[src/rtl/ofs_pkg.sv]
package ofs_pkg;

    typedef enum logic [0:0] {
        CAL_IDLE = 1'b0,
        CAL_ARM  = 1'b1
    } cal_state_e;

endpackage

[src/rtl/ofs_cal_seq.sv]
module ofs_cal_seq
    import ofs_pkg::*;
#(
    parameter int SAMPLE_W = 10
) (
    input  logic                clk,
    input  logic                rst_n,
    input  logic                cal_req,
    input  logic                raw_valid,
    input  logic [SAMPLE_W-1:0] raw_data,
    output logic                zero_force,
    output logic                capture,
    output logic [SAMPLE_W-1:0] offset,
    output logic                cal_done
);

    typedef struct packed {
        cal_state_e          state;
        logic                req_prev;
        logic [SAMPLE_W-1:0] offset;
        logic                done;
    } seq_t;

    seq_t cur_q, nxt_d;

    always_comb begin
        nxt_d          = cur_q;
        nxt_d.req_prev = cal_req;
        nxt_d.done     = 1'b0;
        capture        = 1'b0;
        unique case (cur_q.state)
            CAL_IDLE: begin
                if (cal_req && !cur_q.req_prev) begin
                    nxt_d.state = CAL_ARM;
                end
            end
            CAL_ARM: begin
                if (raw_valid) begin
                    capture      = 1'b1;
                    nxt_d.offset = raw_data;
                    nxt_d.done   = 1'b1;
                    nxt_d.state  = CAL_IDLE;
                end
            end
            default: nxt_d.state = CAL_IDLE;
        endcase
    end

    always_ff @(posedge clk) begin
        if (!rst_n) begin
            cur_q <= '{state: CAL_IDLE, req_prev: 1'b0, offset: '0, done: 1'b0};
        end else begin
            cur_q <= nxt_d;
        end
    end

    assign zero_force = (cur_q.state == CAL_ARM);
    assign offset     = cur_q.offset;
    assign cal_done   = cur_q.done;

    // the zero request holds until a sample is captured
    p_zero_hold_r5: assert property (@(posedge clk) disable iff (!rst_n)
        (zero_force && !raw_valid) |=> zero_force);

    // the done pulse follows a capture and the zero request drops with it
    p_done_after_cap_r6: assert property (@(posedge clk) disable iff (!rst_n)
        capture |=> (cal_done && !zero_force));

    // the done pulse lasts one clock
    p_done_single_r6: assert property (@(posedge clk) disable iff (!rst_n)
        cal_done |=> !cal_done);

    // a calibration only starts on a rising edge of the request
    p_edge_only_r8: assert property (@(posedge clk) disable iff (!rst_n)
        (!zero_force && $past(cal_req) && $past(rst_n)) |=> !zero_force);

endmodule

[src/rtl/ofs_sat_sub.sv]
module ofs_sat_sub #(
    parameter int SAMPLE_W = 10
) (
    input  logic [SAMPLE_W-1:0] minuend,
    input  logic [SAMPLE_W-1:0] subtrahend,
    output logic [SAMPLE_W-1:0] diff
);

    localparam int EXT_W = SAMPLE_W + 1;

    logic [EXT_W-1:0] wide;
    logic             ovf;

    always_comb begin
        wide = {minuend[SAMPLE_W-1], minuend} - {subtrahend[SAMPLE_W-1], subtrahend};
        ovf  = wide[EXT_W-1] ^ wide[SAMPLE_W-1];
        if (!ovf) begin
            diff = wide[SAMPLE_W-1:0];
        end else if (wide[EXT_W-1]) begin
            diff = {1'b1, {(SAMPLE_W-1){1'b0}}};
        end else begin
            diff = {1'b0, {(SAMPLE_W-1){1'b1}}};
        end
    end

endmodule

[src/rtl/ofs_fmt.sv]
module ofs_fmt #(
    parameter int SAMPLE_W = 10
) (
    input  logic                to_bin,
    input  logic [SAMPLE_W-1:0] value,
    output logic [SAMPLE_W-1:0] coded
);

    always_comb begin
        coded             = value;
        coded[SAMPLE_W-1] = value[SAMPLE_W-1] ^ to_bin;
    end

endmodule

[src/rtl/ofs_cancel_fmt.sv]
module ofs_cancel_fmt #(
    parameter int SAMPLE_W = 10
) (
    input  logic                clk,
    input  logic                rst_n,
    input  logic                raw_valid,
    input  logic [SAMPLE_W-1:0] raw_data,
    input  logic                cal_req,
    input  logic                fmt_bin,
    output logic                res_valid,
    output logic [SAMPLE_W-1:0] res_data,
    output logic                cal_done,
    output logic                zero_force
);

    typedef struct packed {
        logic                vld;
        logic [SAMPLE_W-1:0] data;
    } out_t;

    logic                capture;
    logic [SAMPLE_W-1:0] offset;
    logic [SAMPLE_W-1:0] corrected;
    logic [SAMPLE_W-1:0] coded;
    out_t                out_q, out_d;

    ofs_cal_seq #(.SAMPLE_W(SAMPLE_W)) u_seq (
        .clk        (clk),
        .rst_n      (rst_n),
        .cal_req    (cal_req),
        .raw_valid  (raw_valid),
        .raw_data   (raw_data),
        .zero_force (zero_force),
        .capture    (capture),
        .offset     (offset),
        .cal_done   (cal_done)
    );

    ofs_sat_sub #(.SAMPLE_W(SAMPLE_W)) u_sub (
        .minuend    (raw_data),
        .subtrahend (offset),
        .diff       (corrected)
    );

    ofs_fmt #(.SAMPLE_W(SAMPLE_W)) u_fmt (
        .to_bin (fmt_bin),
        .value  (corrected),
        .coded  (coded)
    );

    always_comb begin
        out_d      = out_q;
        out_d.vld  = raw_valid && !capture;
        if (raw_valid && !capture) begin
            out_d.data = coded;
        end
    end

    always_ff @(posedge clk) begin
        if (!rst_n) begin
            out_q <= '0;
        end else begin
            out_q <= out_d;
        end
    end

    assign res_valid = out_q.vld;
    assign res_data  = out_q.data;

    // a normal sample yields a result one clock later
    p_latency_r2: assert property (@(posedge clk) disable iff (!rst_n)
        (raw_valid && !zero_force) |=> res_valid);

    // the calibration sample is never output
    p_cal_hidden_r6: assert property (@(posedge clk) disable iff (!rst_n)
        (raw_valid && zero_force) |=> !res_valid);

    // no result without a sample
    p_no_spurious_r9: assert property (@(posedge clk) disable iff (!rst_n)
        !raw_valid |=> !res_valid);

endmodule

[config.mk]
export PLATFORM = sky130hd
export DESIGN_NAME = ofs_cancel_fmt
export DESIGN_NICKNAME = d
export VERILOG_FILES = /design/src/rtl/ofs_pkg.sv /design/src/rtl/ofs_cal_seq.sv /design/src/rtl/ofs_sat_sub.sv /design/src/rtl/ofs_fmt.sv /design/src/rtl/ofs_cancel_fmt.sv
export SDC_FILE = /design/constraint.sdc
export NUM_CORES = 1
export LEC_CHECK = 0
export BUFFER_PORTS_ARGS = -buffer_cell sky130_fd_sc_hd__buf_2
export CAP_MARGIN = 20
export CORE_MARGIN = 2
export CORE_UTILIZATION = 54
export CTS_CLUSTER_SIZE = 10
export DETAILED_ROUTE_END_ITERATION = 7
export GPL_TIMING_DRIVEN = 0
export MAX_ROUTING_LAYER = met4
export PLACE_DENSITY = 0.78
export SYNTH_ARGS = -nofsm -noshare
export SYNTH_HDL_FRONTEND = slang
export SYNTH_SLANG_ARGS = --single-unit
[constraint.sdc]
create_clock -name clk -period 3 [get_ports clk]
set_clock_uncertainty 0.05 [all_clocks]
set_input_delay 0.6 -clock clk [delete_from_list [all_inputs] [get_ports clk]]
set_output_delay 0.6 -clock clk [all_outputs]
set_load 0.005 [all_outputs]
## Yosys cells after proc, flatten, opt, wreduce, memory -nomap -nowiden

Cells that the tools add are included.

| storage, ports and cells | value |
|---|---|
| register bits after elaboration | 24 |
| latch bits | 0 |
| bits in writable memories | 0 |
| bits in read-only memories | 0 |
| input bits | 15 |
| output and inout port bits | 13 |
| word-level logic and storage cells | 24 |
| memories | 0 |

| operators by class | value |
|---|---|
| $add $sub $neg | 1 |
| multiply operators | 0 |
| div/mod/pow operators | 0 |
| magnitude comparators | 0 |
| eq/ne operators | 0 |
| shifts and indexed selects | 0 |
| muxes and demuxes | 8 |
| bitwise gates (word level) | 3 |
| reduce and logical (&&, ||, !) cells | 6 |

Operators with widths:

| operator | number |
|---|---|
| $mux W10 | 2 |
| $sub A10 B10 Y11 | 1 |
| $mux W1 | 5 |
| $reduce_and A2 Y1 | 2 |
| $logic_and A1 B1 Y1 | 2 |
| $logic_not A1 Y1 | 2 |
| $pmux W1 S2 | 1 |
| $xor A1 B1 Y1 | 2 |
| $not A1 Y1 | 1 |

## Logic depth before layout (Yosys ltp)

Gate-level depths: netlist of run 1.

| logic depth | value |
|---|---|
| word-level depth | 4 |
| gate-level depth with buffers | 9 |
| gate-level depth less buffers | 9 |

## Cells and area by module

From an unflattened synthesis of run 1, not the netlist that was laid out.

| unflattened totals | value |
|---|---|
| cells, all modules | 224 |
| area, all modules | 1930.6 sq um |

By module, submodules not included:

| module | instances | cells each | area an instance (sq um) |
|---|---|---|---|
| ofs_sat_sub | 1 | 104 | 799.5 |
| ofs_cal_seq | 1 | 64 | 606.8 |
| ofs_cancel_fmt | 1 | 46 | 447.9 |
| ofs_fmt | 1 | 10 | 76.3 |

## Least setup slack after synthesis of run 1

OpenSTA, ideal clock, no wires.

| path | value |
|---|---|
| path type | input to register |
| start | in raw_data[0] |
| end | reg out_q (netlist bit res_data[1]) |
| arrival time | 2.457 ns |
| path slack | 0.407 ns |
| cell stages on the path | 9 |
| path buffers | 0 |
| path through | inv_1 > ha_1 > fa_1 > nand2b_1 > a21oi_1 > o2111ai_4 > a211oi_2 > a211oi_4 > a221oi_2 |

| on the way | value |
|---|---|
| longest elaborated chain between the ends | 3 |

Ends and longest elaborated chain:

| item | RTL line | text |
|---|---|---|
| from (decl) | ofs_cancel_fmt.sv:7 | `input logic [SAMPLE_W-1:0] raw_data,` |
| $sub A10 B10 Y11 * | ofs_sat_sub.sv:15 | `wide = {minuend[SAMPLE_W-1], minuend} - {subtrahend[SAMPLE_W-1], subtrahend};` |
| $mux W10 / $xor A1 B1 Y1 (equally long branches) | ofs_sat_sub.sv:19, ofs_sat_sub.sv:16 |  |
| $mux W10 * | ofs_sat_sub.sv:17 | `if (!ovf) begin` |
| to (signal assigned) | ofs_cancel_fmt.sv:63 | `out_q <= out_d;` |
| to (decl) | ofs_cancel_fmt.sv:25 | `out_t out_q, out_d;` |

Mark *: on every way between the ends. The rest lies on a longest branch, timed or not.
A chain may end at the register's enable or synchronous reset.

## Final worst setup path of run 1

Same ends and word-level chain as after synthesis.

==> impl_metrics.py, run 1 <==
metrics = {
    "run_status": {
        "status": "completed",
    },
    "power": {
        "total_power_uw": 716,
        "leakage_uw": 0.000698,
        "ir_worst_vdd_v": 0.000349,
        "powerDensity_nw_per_um2": 428,
    },
    "die": {
        "io_pins": 28,
        "die_x_um": 56.1,
        "rows": 18,
        "die_area_um2": 3150,
        "die_h_um": 56.1,
        "core_um2": 2520,
        "start_util_pct": 58.1,
    },
    "sta": {
        "period_share_pct": 88.0,
        "finalWorstSetupSlack_ns": 0.359,
        "setup_tns_ns": 0,
        "slew_violations": 0,
        "tightest_slew_ns": 0.480,
        "finalHoldViolations": 0,
        "setup_viol": 0,
        "max_freq_mhz": 379,
        "hold_slack_ns": 0.413,
        "rsz0062_at_grt": "false",
        "slew_headroom_pct": 67.6,
        "period_minus_slack_ns": 2.64,
    },
    "placed_design": {
        "port_buffers": 27,
        "gp_congestion": 0.915,
        "placed_area_um2": 1640,
        "place_ws_ns": 0.0557,
        "dp_hpwl_um": 2560,
    },
    "logic_synthesis": {
        "synth_top_flop_cell": "dfxtp_1",
        "synth_top_cell_area_share_pct": 32.8,
        "synth-edff-count": 0,
        "yosys_warnings": 0,
        "synth_area_um2": 1470,
        "yosys.area.top_type": "dfxtp_1",
        "synthArstFlopShare_pct": 0,
        "synthCells": 186,
        "syn_area_per_cell_um2": 7.88,
        "ys_ff_latch": 24,
        "synth.distinct_cells": 40,
        "netlist_top_cells_area": "dfxtp_1 (33%), a21oi_1 (8.5%), ha_1 (8.5%)",
        "ys_seq_area_share_pct": 32.8,
        "syn_nets": 212,
    },
    "critical_path": {
        "critPathKind": "input pin to register",
        "critPathLaunch": "raw_data[0]",
        "critPathBufInv": 2,
        "rr_startpoint": "u_seq.offset[0]",
        "cp-endpoint": "res_data[1]",
        "reg2reg_to": "res_data[1]",
        "cp.depth": 10,
        "rrSetupSlack_ns": 0.40,
        "worstSetupEndpointType": "register",
        "max_stage_delay_ns": 0.40,
        "r2r_cells": 8,
        "worst-path-max-fanout": 9,
        "critical_path.startpoint_type": "input pin",
        "slowest_stage": "fa_1",
        "arrival_ns": 2.84,
        "critical_path.top_delay_family": "compound AO/OA/AOI/OAI gates",
        "crit_required_ns": 3.20,
        "path_cells": "buf_2 > inv_1 > ha_1 > fa_1 > nand2b_1 > a21oi_1 > o2111ai_4 > a211oi_2 > a211oi_4 > a221oi_2",
    },
    "drt": {
        "drt_first_pass_iters": 4,
        "wl_per_cell_um": 12.9,
        "routed_wl_um": 3200,
        "via_per_inst": 5.58,
        "postRouteAntennaNets": 0,
        "vias": 1379,
        "drtIter0Drc": 59,
        "remaining_drc_errors": 0,
    },
    "clock_network": {
        "tritoncts": "built",
        "htree_levels": 1,
        "postCtsSetupBuffers": 0,
        "post_cts_resized": 0,
        "clkLatencyLatePin_ns": 0.32,
        "root_buffer": "clkbuf_4",
        "ctsLongestPathBuffers": 2,
        "hold_buffers": 0,
        "cts.clk_slew.worst_paths_ns": 0.13,
        "numCtsBuffers": 3,
        "cts.sinks": 24,
    },
    "cells_and_area": {
        "area_growth_pct": 14.3,
        "diodes": 0,
        "design_area_um2": 1670,
        "layout_common_cells": "buf_2 (30), nand2_1 (30), a21oi_1 (25)",
        "drive_above_1_share_pct": 18.4,
        "fin_nets": 244,
    },
    "grt": {
        "grt_pass1_wl_um": 5180,
        "grt_overflow_total": 0,
        "first_global_vias": 1233,
        "antenna_found_initial": 0,
        "grt_max_degree": 14,
        "grt_usage_pct": 21.1,
    },
    "flow_run": {
        "max_cap_violations": 0,
    },
    "min_path": {
        "hp-class": "register to register",
    },
}
[worst min-delay path by stage]
stage	startpoint	to	slack, ns	cells past startpoint
after floorplan	u_seq.offset[2]	u_seq.offset[2]	0.39	2
after global placement	u_seq.offset[9]	u_seq.offset[9]	0.39	2
after detailed placement	u_seq.offset[8]	u_seq.offset[8]	0.40	2
after CTS	u_seq.offset[8]	u_seq.offset[8]	0.42	2
after global routing	cal_req	u_seq.cur_q[11]	0.43	2
final	u_seq.offset[3]	u_seq.offset[3]	0.41	2
[per-layer routing]
| layer | routed length, um | vias up | share of wire, % | global-route usage [%] |
|---|---|---|---|---|
| met4 | 35 | 0 | 1.1 | 6.46 |
| met5 | 0 | - | 0 | - |
| met2 | 1530 | 45 | 48 | 35.3 |
| met1 | 1440 | 619 | 45 | 25.0 |
| li1 | - | 709 | - | - |
| met3 | 188 | 6 | 5.9 | 5.35 |
[Yosys cell counts (all sizes together) (2+ instances only)]
cell type,n
nand2,30
a21oi,25
dfxtp,24
inv,14
o21ai,12
ha,10
nor2,10
nand3,8
clkbuf,5
a21o,4
buf,4
nor2b,4
a211oi,3
nand2b,3
nand4,3
or3,3
and2,2
nor4b,2
o2111ai,2
xnor2,2
xor2,2
[registers in the layout, summed over array words and instances (netlist names)]
signal	cells
res_data	10
res_valid	1
u_seq.cur_q	1
u_seq.offset	10
u_seq.cal_done	1
u_seq.zero_force	1
[kinds of logic after synthesis]
kind of cell / count (synthesis) / synth area share [%]
AO/OA/AOI/OAI: 56 / 26.3
XOR/XNOR: 4 / 2.39
adder cells (fa/ha/maj): 11 / 9.91
buffers and inverters: 23 / 6.66
flip-flops: 24 / 32.8
AND/OR/NAND/NOR: 68 / 21.9
[worst register-to-register path: cells and delay by family (launching register included)]
kind | cells | cell delay [ns]
simple gates | 1 | 0.20
flops | 1 | 0.34
compound gates | 5 | 1.32
fa+ha+maj | 2 | 0.62
[metrics by stage]
step,util (%),instances
floorplan,-,186
global placement,64.9,243
detailed placement,64.9,243
CTS,66.4,247
global route,66.4,247
finish,66.4,247
[layout make-up]
type	count	area, um^2
multi-input cells	139	887
fillers	231	848
flip-flops and latches	24	480
repair buffers	27	135
inverters	14	52.6
plain buffers	9	45.0
well taps	30	37.5
clock buffers	4	36.3
[report_power, final]
| part | internal (uW) | total (uW) | switching [uW] | leakage, uW |
|---|---|---|---|---|
| logic | 82.1 | 195 | 113 | 0.000480 |
| clock network | 74.3 | 171 | 97.0 | 0.0000210 |
| registers | 340 | 350 | 9.97 | 0.000197 |
(Power assumes the default switching activity.)
==> run 2: changes to the inputs <==
CTS_CLUSTER_SIZE = 28   (was 10)
PLACE_DENSITY = 0.77   (was 0.78)
SLEW_MARGIN = 20   (was unset)
==> impl_metrics.py, run 2 (synthesis gave the netlist of run 1 again) <==
metrics = {
    "run_status": {
        "status": "completed",
    },
    "critical_path": {
        "path_cells": "buf_2 > inv_1 > ha_1 > fa_1 > nand2b_1 > a21oi_1 > o2111ai_4 > a211oi_2 > a211oi_4 > a221oi_2",
        "arrival_ns": 2.81,
        "slowest_stage": "fa_1",
        "max_stage_delay_ns": 0.40,
        "critPathLaunch": "raw_data[0]",
        "critical_path.startpoint_type": "input pin",
        "rr_startpoint": "u_seq.offset[0]",
        "worstSetupEndpointType": "register",
        "critPathKind": "input pin to register",
        "crit_required_ns": 3.20,
        "critical_path.top_delay_family": "compound AO/OA/AOI/OAI gates",
        "critPathBufInv": 2,
        "worst-path-max-fanout": 9,
    },
    "cells_and_area": {
        "fillers": 247,
        "drive_above_1_share_pct": 18.4,
        "regArea_um2": 480,
        "diodes": 0,
        "area_growth_pct": 15.4,
        "design_area_um2": 1690,
        "layout_common_cells": "buf_2 (30), nand2_1 (30), a21oi_1 (25)",
        "fin_nets": 244,
        "multiInputGateArea_um2": 887,
    },
    "die": {
        "core_um2": 2520,
        "io_pins": 28,
        "rows": 18,
        "die_h_um": 56.1,
        "die_area_um2": 3150,
        "start_util_pct": 58.1,
        "die_x_um": 56.1,
    },
    "drt": {
        "postRouteAntennaNets": 0,
        "routed_wl_um": 3270,
        "vias": 1388,
        "drt_first_pass_iters": 4,
        "remaining_drc_errors": 0,
        "via_per_inst": 5.62,
        "wl_per_cell_um": 13.2,
        "drtIter0Drc": 47,
    },
    "sta": {
        "slew_violations": 0,
        "finalHoldViolations": 0,
        "period_minus_slack_ns": 2.61,
        "rsz0062_at_grt": "false",
        "max_freq_mhz": 383,
        "period_share_pct": 86.9,
        "setup_tns_ns": 0,
        "slew_headroom_pct": 61.5,
        "tightest_slew_ns": 0.570,
        "setup_viol": 0,
    },
    "grt": {
        "antenna_found_initial": 0,
        "grt_max_degree": 15,
        "first_global_vias": 1317,
        "grt_pass1_wl_um": 5650,
        "grt_usage_pct": 22.8,
        "grt_overflow_total": 0,
    },
    "clock_network": {
        "tritoncts": "built",
        "hold_buffers": 0,
        "post_cts_resized": 0,
        "postCtsSetupBuffers": 0,
        "root_buffer": "clkbuf_4",
        "ctsLongestPathBuffers": 2,
        "htree_levels": 1,
        "numCtsBuffers": 3,
        "cts.sinks": 24,
        "cts.clk_slew.worst_paths_ns": 0.14,
        "clkLatencyLatePin_ns": 0.32,
    },
    "power": {
        "swShare_pct": 28.5,
        "power_frac_comb_pct": 25.1,
        "clkPwrFrac_pct": 30.0,
        "leakage_uw": 0.000705,
        "switchingPower_uw": 223,
        "ir_worst_vdd_v": 0.000414,
        "powerDensity_nw_per_um2": 461,
        "p_int_uw": 557,
        "seqPwrFrac_pct": 44.9,
    },
    "placed_design": {
        "placed_area_um2": 1640,
        "dp_hpwl_um": 2610,
        "port_buffers": 27,
        "gp_congestion": 0.907,
    },
    "min_path": {
        "hp-class": "register to register",
        "min-delay-start": "u_seq.offset[2]",
    },
    "flow_run": {
        "max_cap_violations": 0,
    },
}
## run 2: cell count changes in the layout (fill, tap and decap cells not counted), sizes merged
cell	change
bufinv	+1
clkbuf	-1
## run 2: layout make-up
| type | count | area share, % |
|---|---|---|
| flip-flops and latches | 24 | 28.4 |
| inverters | 14 | 3.11 |
| multi-input cells | 139 | 52.5 |
| clock buffers | 3 | 1.33 |
| well taps | 30 | 2.22 |
| plain buffers | 9 | 2.66 |
| repair buffers | 27 | 7.99 |
| clock inverters | 1 | 1.78 |
## run 2: power groups by stage
stage	logic, uW	registers, uW	clock network (uW)
2_1_floorplan	134	359	0
3_3_place_gp	186	356	0
3_5_place_dp	193	358	0
4_1_cts	194	351	240
5_1_grt	220	353	250
6_report	195	350	234
## run 2: worst paths after layout
path,cells after the start,slack [ns],end
hold / removal,2,0.42,u_seq.offset[2]
hold reg to reg,2,0.42,u_seq.offset[2]
setup / recovery,10,0.39,res_data[1]
setup reg to reg,8,0.43,res_data[1]
## run 2: worst register-to-register path: stages, from the launching register on
cell       delay, ns
dfxtp_1         0.34
ha_1            0.23
fa_1            0.40
nand2b_1        0.20
a21oi_1         0.39
o2111ai_4       0.18
a211oi_2        0.30
a211oi_4        0.15
a221oi_2        0.27
## run 2: layer usage
metal  routed length [um]  up-vias  GRT usage [%]
li1                     -      714              -
met1                 1470      623           29.2
met2                 1550       41           37.0
met3                  160       10           3.72
met4                   85        0           7.14
met5                    0        -              -
## run 2: through the flow
stage / util (%) / instances / total power (uW) / setup slack [ns] / hold slack, ns
3_3_place_gp: 64.9 / 243 / 542 / 0.135 / 0.392
3_5_place_dp: 64.9 / 243 / 550 / 0.0627 / 0.401
2_1_floorplan: - / 186 / 492 / 0.407 / 0.386
5_1_grt: 67.0 / 247 / 823 / 0.278 / 0.428
4_1_cts: 67.0 / 247 / 785 / 0.413 / 0.420
6_report: 67.0 / 247 / 780 / 0.392 / 0.417
==> run 3: changes to the inputs <==
CELL_PAD_IN_SITES_DETAIL_PLACEMENT = 0   (was unset)
CELL_PAD_IN_SITES_GLOBAL_PLACEMENT = 1   (was unset)
CORE_UTILIZATION = 43   (was 54)
CTS_CLUSTER_DIAMETER = 50   (was unset)
PLACE_DENSITY = 0.83   (was 0.77)
clock period = 3.3 ns   (was 3 ns; I/O delays follow)
==> impl_metrics.py, run 3 (synthesis gave the netlist of run 1 again) <==
metrics = {
    "run_status": {
        "status": "completed",
    },
    "placed_design": {
        "dpl.cell_count": 259,
        "gp_congestion": 0.814,
        "place_ws_ns": 0.307,
        "placed_area_um2": 1660,
        "dp_hpwl_um": 2560,
        "port_buffers": 27,
    },
    "critical_path": {
        "path_cells": "buf_2 > inv_1 > ha_1 > fa_1 > nand2b_1 > a21oi_1 > o2111ai_4 > a211oi_2 > a211oi_4 > a221oi_2",
        "critical_path.top_delay_family": "compound AO/OA/AOI/OAI gates",
        "critical_path.startpoint_type": "input pin",
        "crit_required_ns": 3.49,
        "reg2reg_to": "res_data[1]",
        "slowest_stage": "fa_1",
        "critPathBufInv": 2,
        "critPathKind": "input pin to register",
        "worst-path-max-fanout": 9,
        "rr_startpoint": "u_seq.offset[0]",
        "max_stage_delay_ns": 0.39,
        "arrival_ns": 2.84,
        "worstSetupEndpointType": "register",
        "rrSetupSlack_ns": 0.75,
        "r2r_cells": 8,
    },
    "grt": {
        "grt_overflow_total": 0,
        "grt_pass1_wl_um": 5580,
        "grt_max_degree": 14,
        "antenna_found_initial": 0,
        "first_global_vias": 1243,
        "grt_usage_pct": 18.0,
    },
    "sta": {
        "setup_tns_ns": 0,
        "rsz0062_at_grt": "false",
        "period_minus_slack_ns": 2.65,
        "period_share_pct": 80.3,
        "max_freq_mhz": 377,
        "slew_headroom_pct": 67.0,
        "finalHoldViolations": 0,
        "finalWorstSetupSlack_ns": 0.649,
        "setup_viol": 0,
        "tightest_slew_ns": 0.488,
        "slew_violations": 0,
    },
    "die": {
        "rows": 21,
        "die_area_um2": 3890,
        "start_util_pct": 44.3,
        "core_um2": 3310,
        "die_x_um": 62.4,
        "io_pins": 28,
        "die_h_um": 62.4,
    },
    "power": {
        "leakage_uw": 0.000698,
        "power_frac_comb_pct": 27.2,
        "clkPwrFrac_pct": 23.7,
        "switchingPower_uw": 197,
        "ir_worst_vdd_v": 0.000223,
        "powerDensity_nw_per_um2": 383,
        "swShare_pct": 30.4,
        "p_int_uw": 451,
        "seqPwrFrac_pct": 49.0,
    },
    "drt": {
        "wl_per_cell_um": 12.2,
        "vias": 1351,
        "drtIter0Drc": 103,
        "postRouteAntennaNets": 0,
        "remaining_drc_errors": 0,
        "routed_wl_um": 3210,
        "via_per_inst": 5.14,
        "drt_first_pass_iters": 4,
    },
    "cells_and_area": {
        "diodes": 0,
        "fin_cells": 263,
        "design_area_um2": 1690,
        "layout_common_cells": "buf_2 (30), nand2_1 (30), a21oi_1 (25)",
        "area_growth_pct": 15.6,
        "fin_nets": 244,
        "drive_above_1_share_pct": 18.4,
    },
    "min_path": {
        "whs_path_depth": 2,
        "min-delay-start": "u_seq.offset[9]",
        "hold_end": "u_seq.offset[9]",
        "hp-class": "register to register",
    },
    "clock_network": {
        "ctsLongestPathBuffers": 2,
        "cts.sinks": 24,
        "hold_buffers": 0,
        "postCtsSetupBuffers": 0,
        "numCtsBuffers": 3,
        "htree_levels": 1,
        "clkLatencyLatePin_ns": 0.31,
        "post_cts_resized": 0,
        "cts.clk_slew.worst_paths_ns": 0.13,
        "tritoncts": "built",
        "root_buffer": "clkbuf_4",
    },
    "flow_run": {
        "max_cap_violations": 0,
    },
}
run 3: worst reg2reg max path: stages (launching register included):
cell and delay (ns):
dfxtp_1 0.34, ha_1 0.21, fa_1 0.39, nand2b_1 0.19
a21oi_1 0.39, o2111ai_4 0.18, a211oi_2 0.30, a211oi_4 0.15
a221oi_2 0.28
run 3: routing by layer:
| layer | track usage [%] | wire length, um |
|---|---|---|
| met4 | 3.89 | 19 |
| met2 | 27.3 | 1470 |
| met3 | 4.32 | 185 |
| met5 | - | 0 |
| met1 | 24.6 | 1540 |
run 3: power groups by stage:
| stage | registers (uW) | logic [uW] | clock network, uW |
|---|---|---|---|
| floorplan | 326 | 122 | 0 |
| global placement | 324 | 172 | 0 |
| detailed placement | 325 | 176 | 0 |
| CTS | 318 | 177 | 161 |
| global route | 321 | 200 | 175 |
| finish | 318 | 177 | 154 |
run 3: area by class of cell:
type | instances | area, um^2
Timing Repair Buffer | 27 | 135
Sequential cell | 24 | 480
Multi-Input combinational cell | 139 | 887
Inverter | 14 | 52.6
Clock buffer | 4 | 36.3
Tap cell | 46 | 57.6
Fill cell | 347 | 1620
Buffer | 9 | 45.0
run 3: stage by stage:
stage          utilization, %  hold WS [ns]  total power [uW]
2_1_floorplan               -         0.386               447
3_3_place_gp             50.1         0.391               496
3_5_place_dp             50.1         0.398               501
4_1_cts                  51.2         0.417               656
5_1_grt                  51.2         0.433               695
6_report                 51.2         0.412               648
run 3: how the worst max path moves through the flow:
stage / from / endpoint / depth (start not counted)
global route: raw_data[0] / res_data[1] / 10
global placement: raw_data[0] / res_data[1] / 10
floorplan: raw_data[0] / res_data[1] / 9
finish: raw_data[0] / res_data[1] / 10
detailed placement: raw_data[0] / res_data[1] / 10
CTS: raw_data[0] / res_data[1] / 10
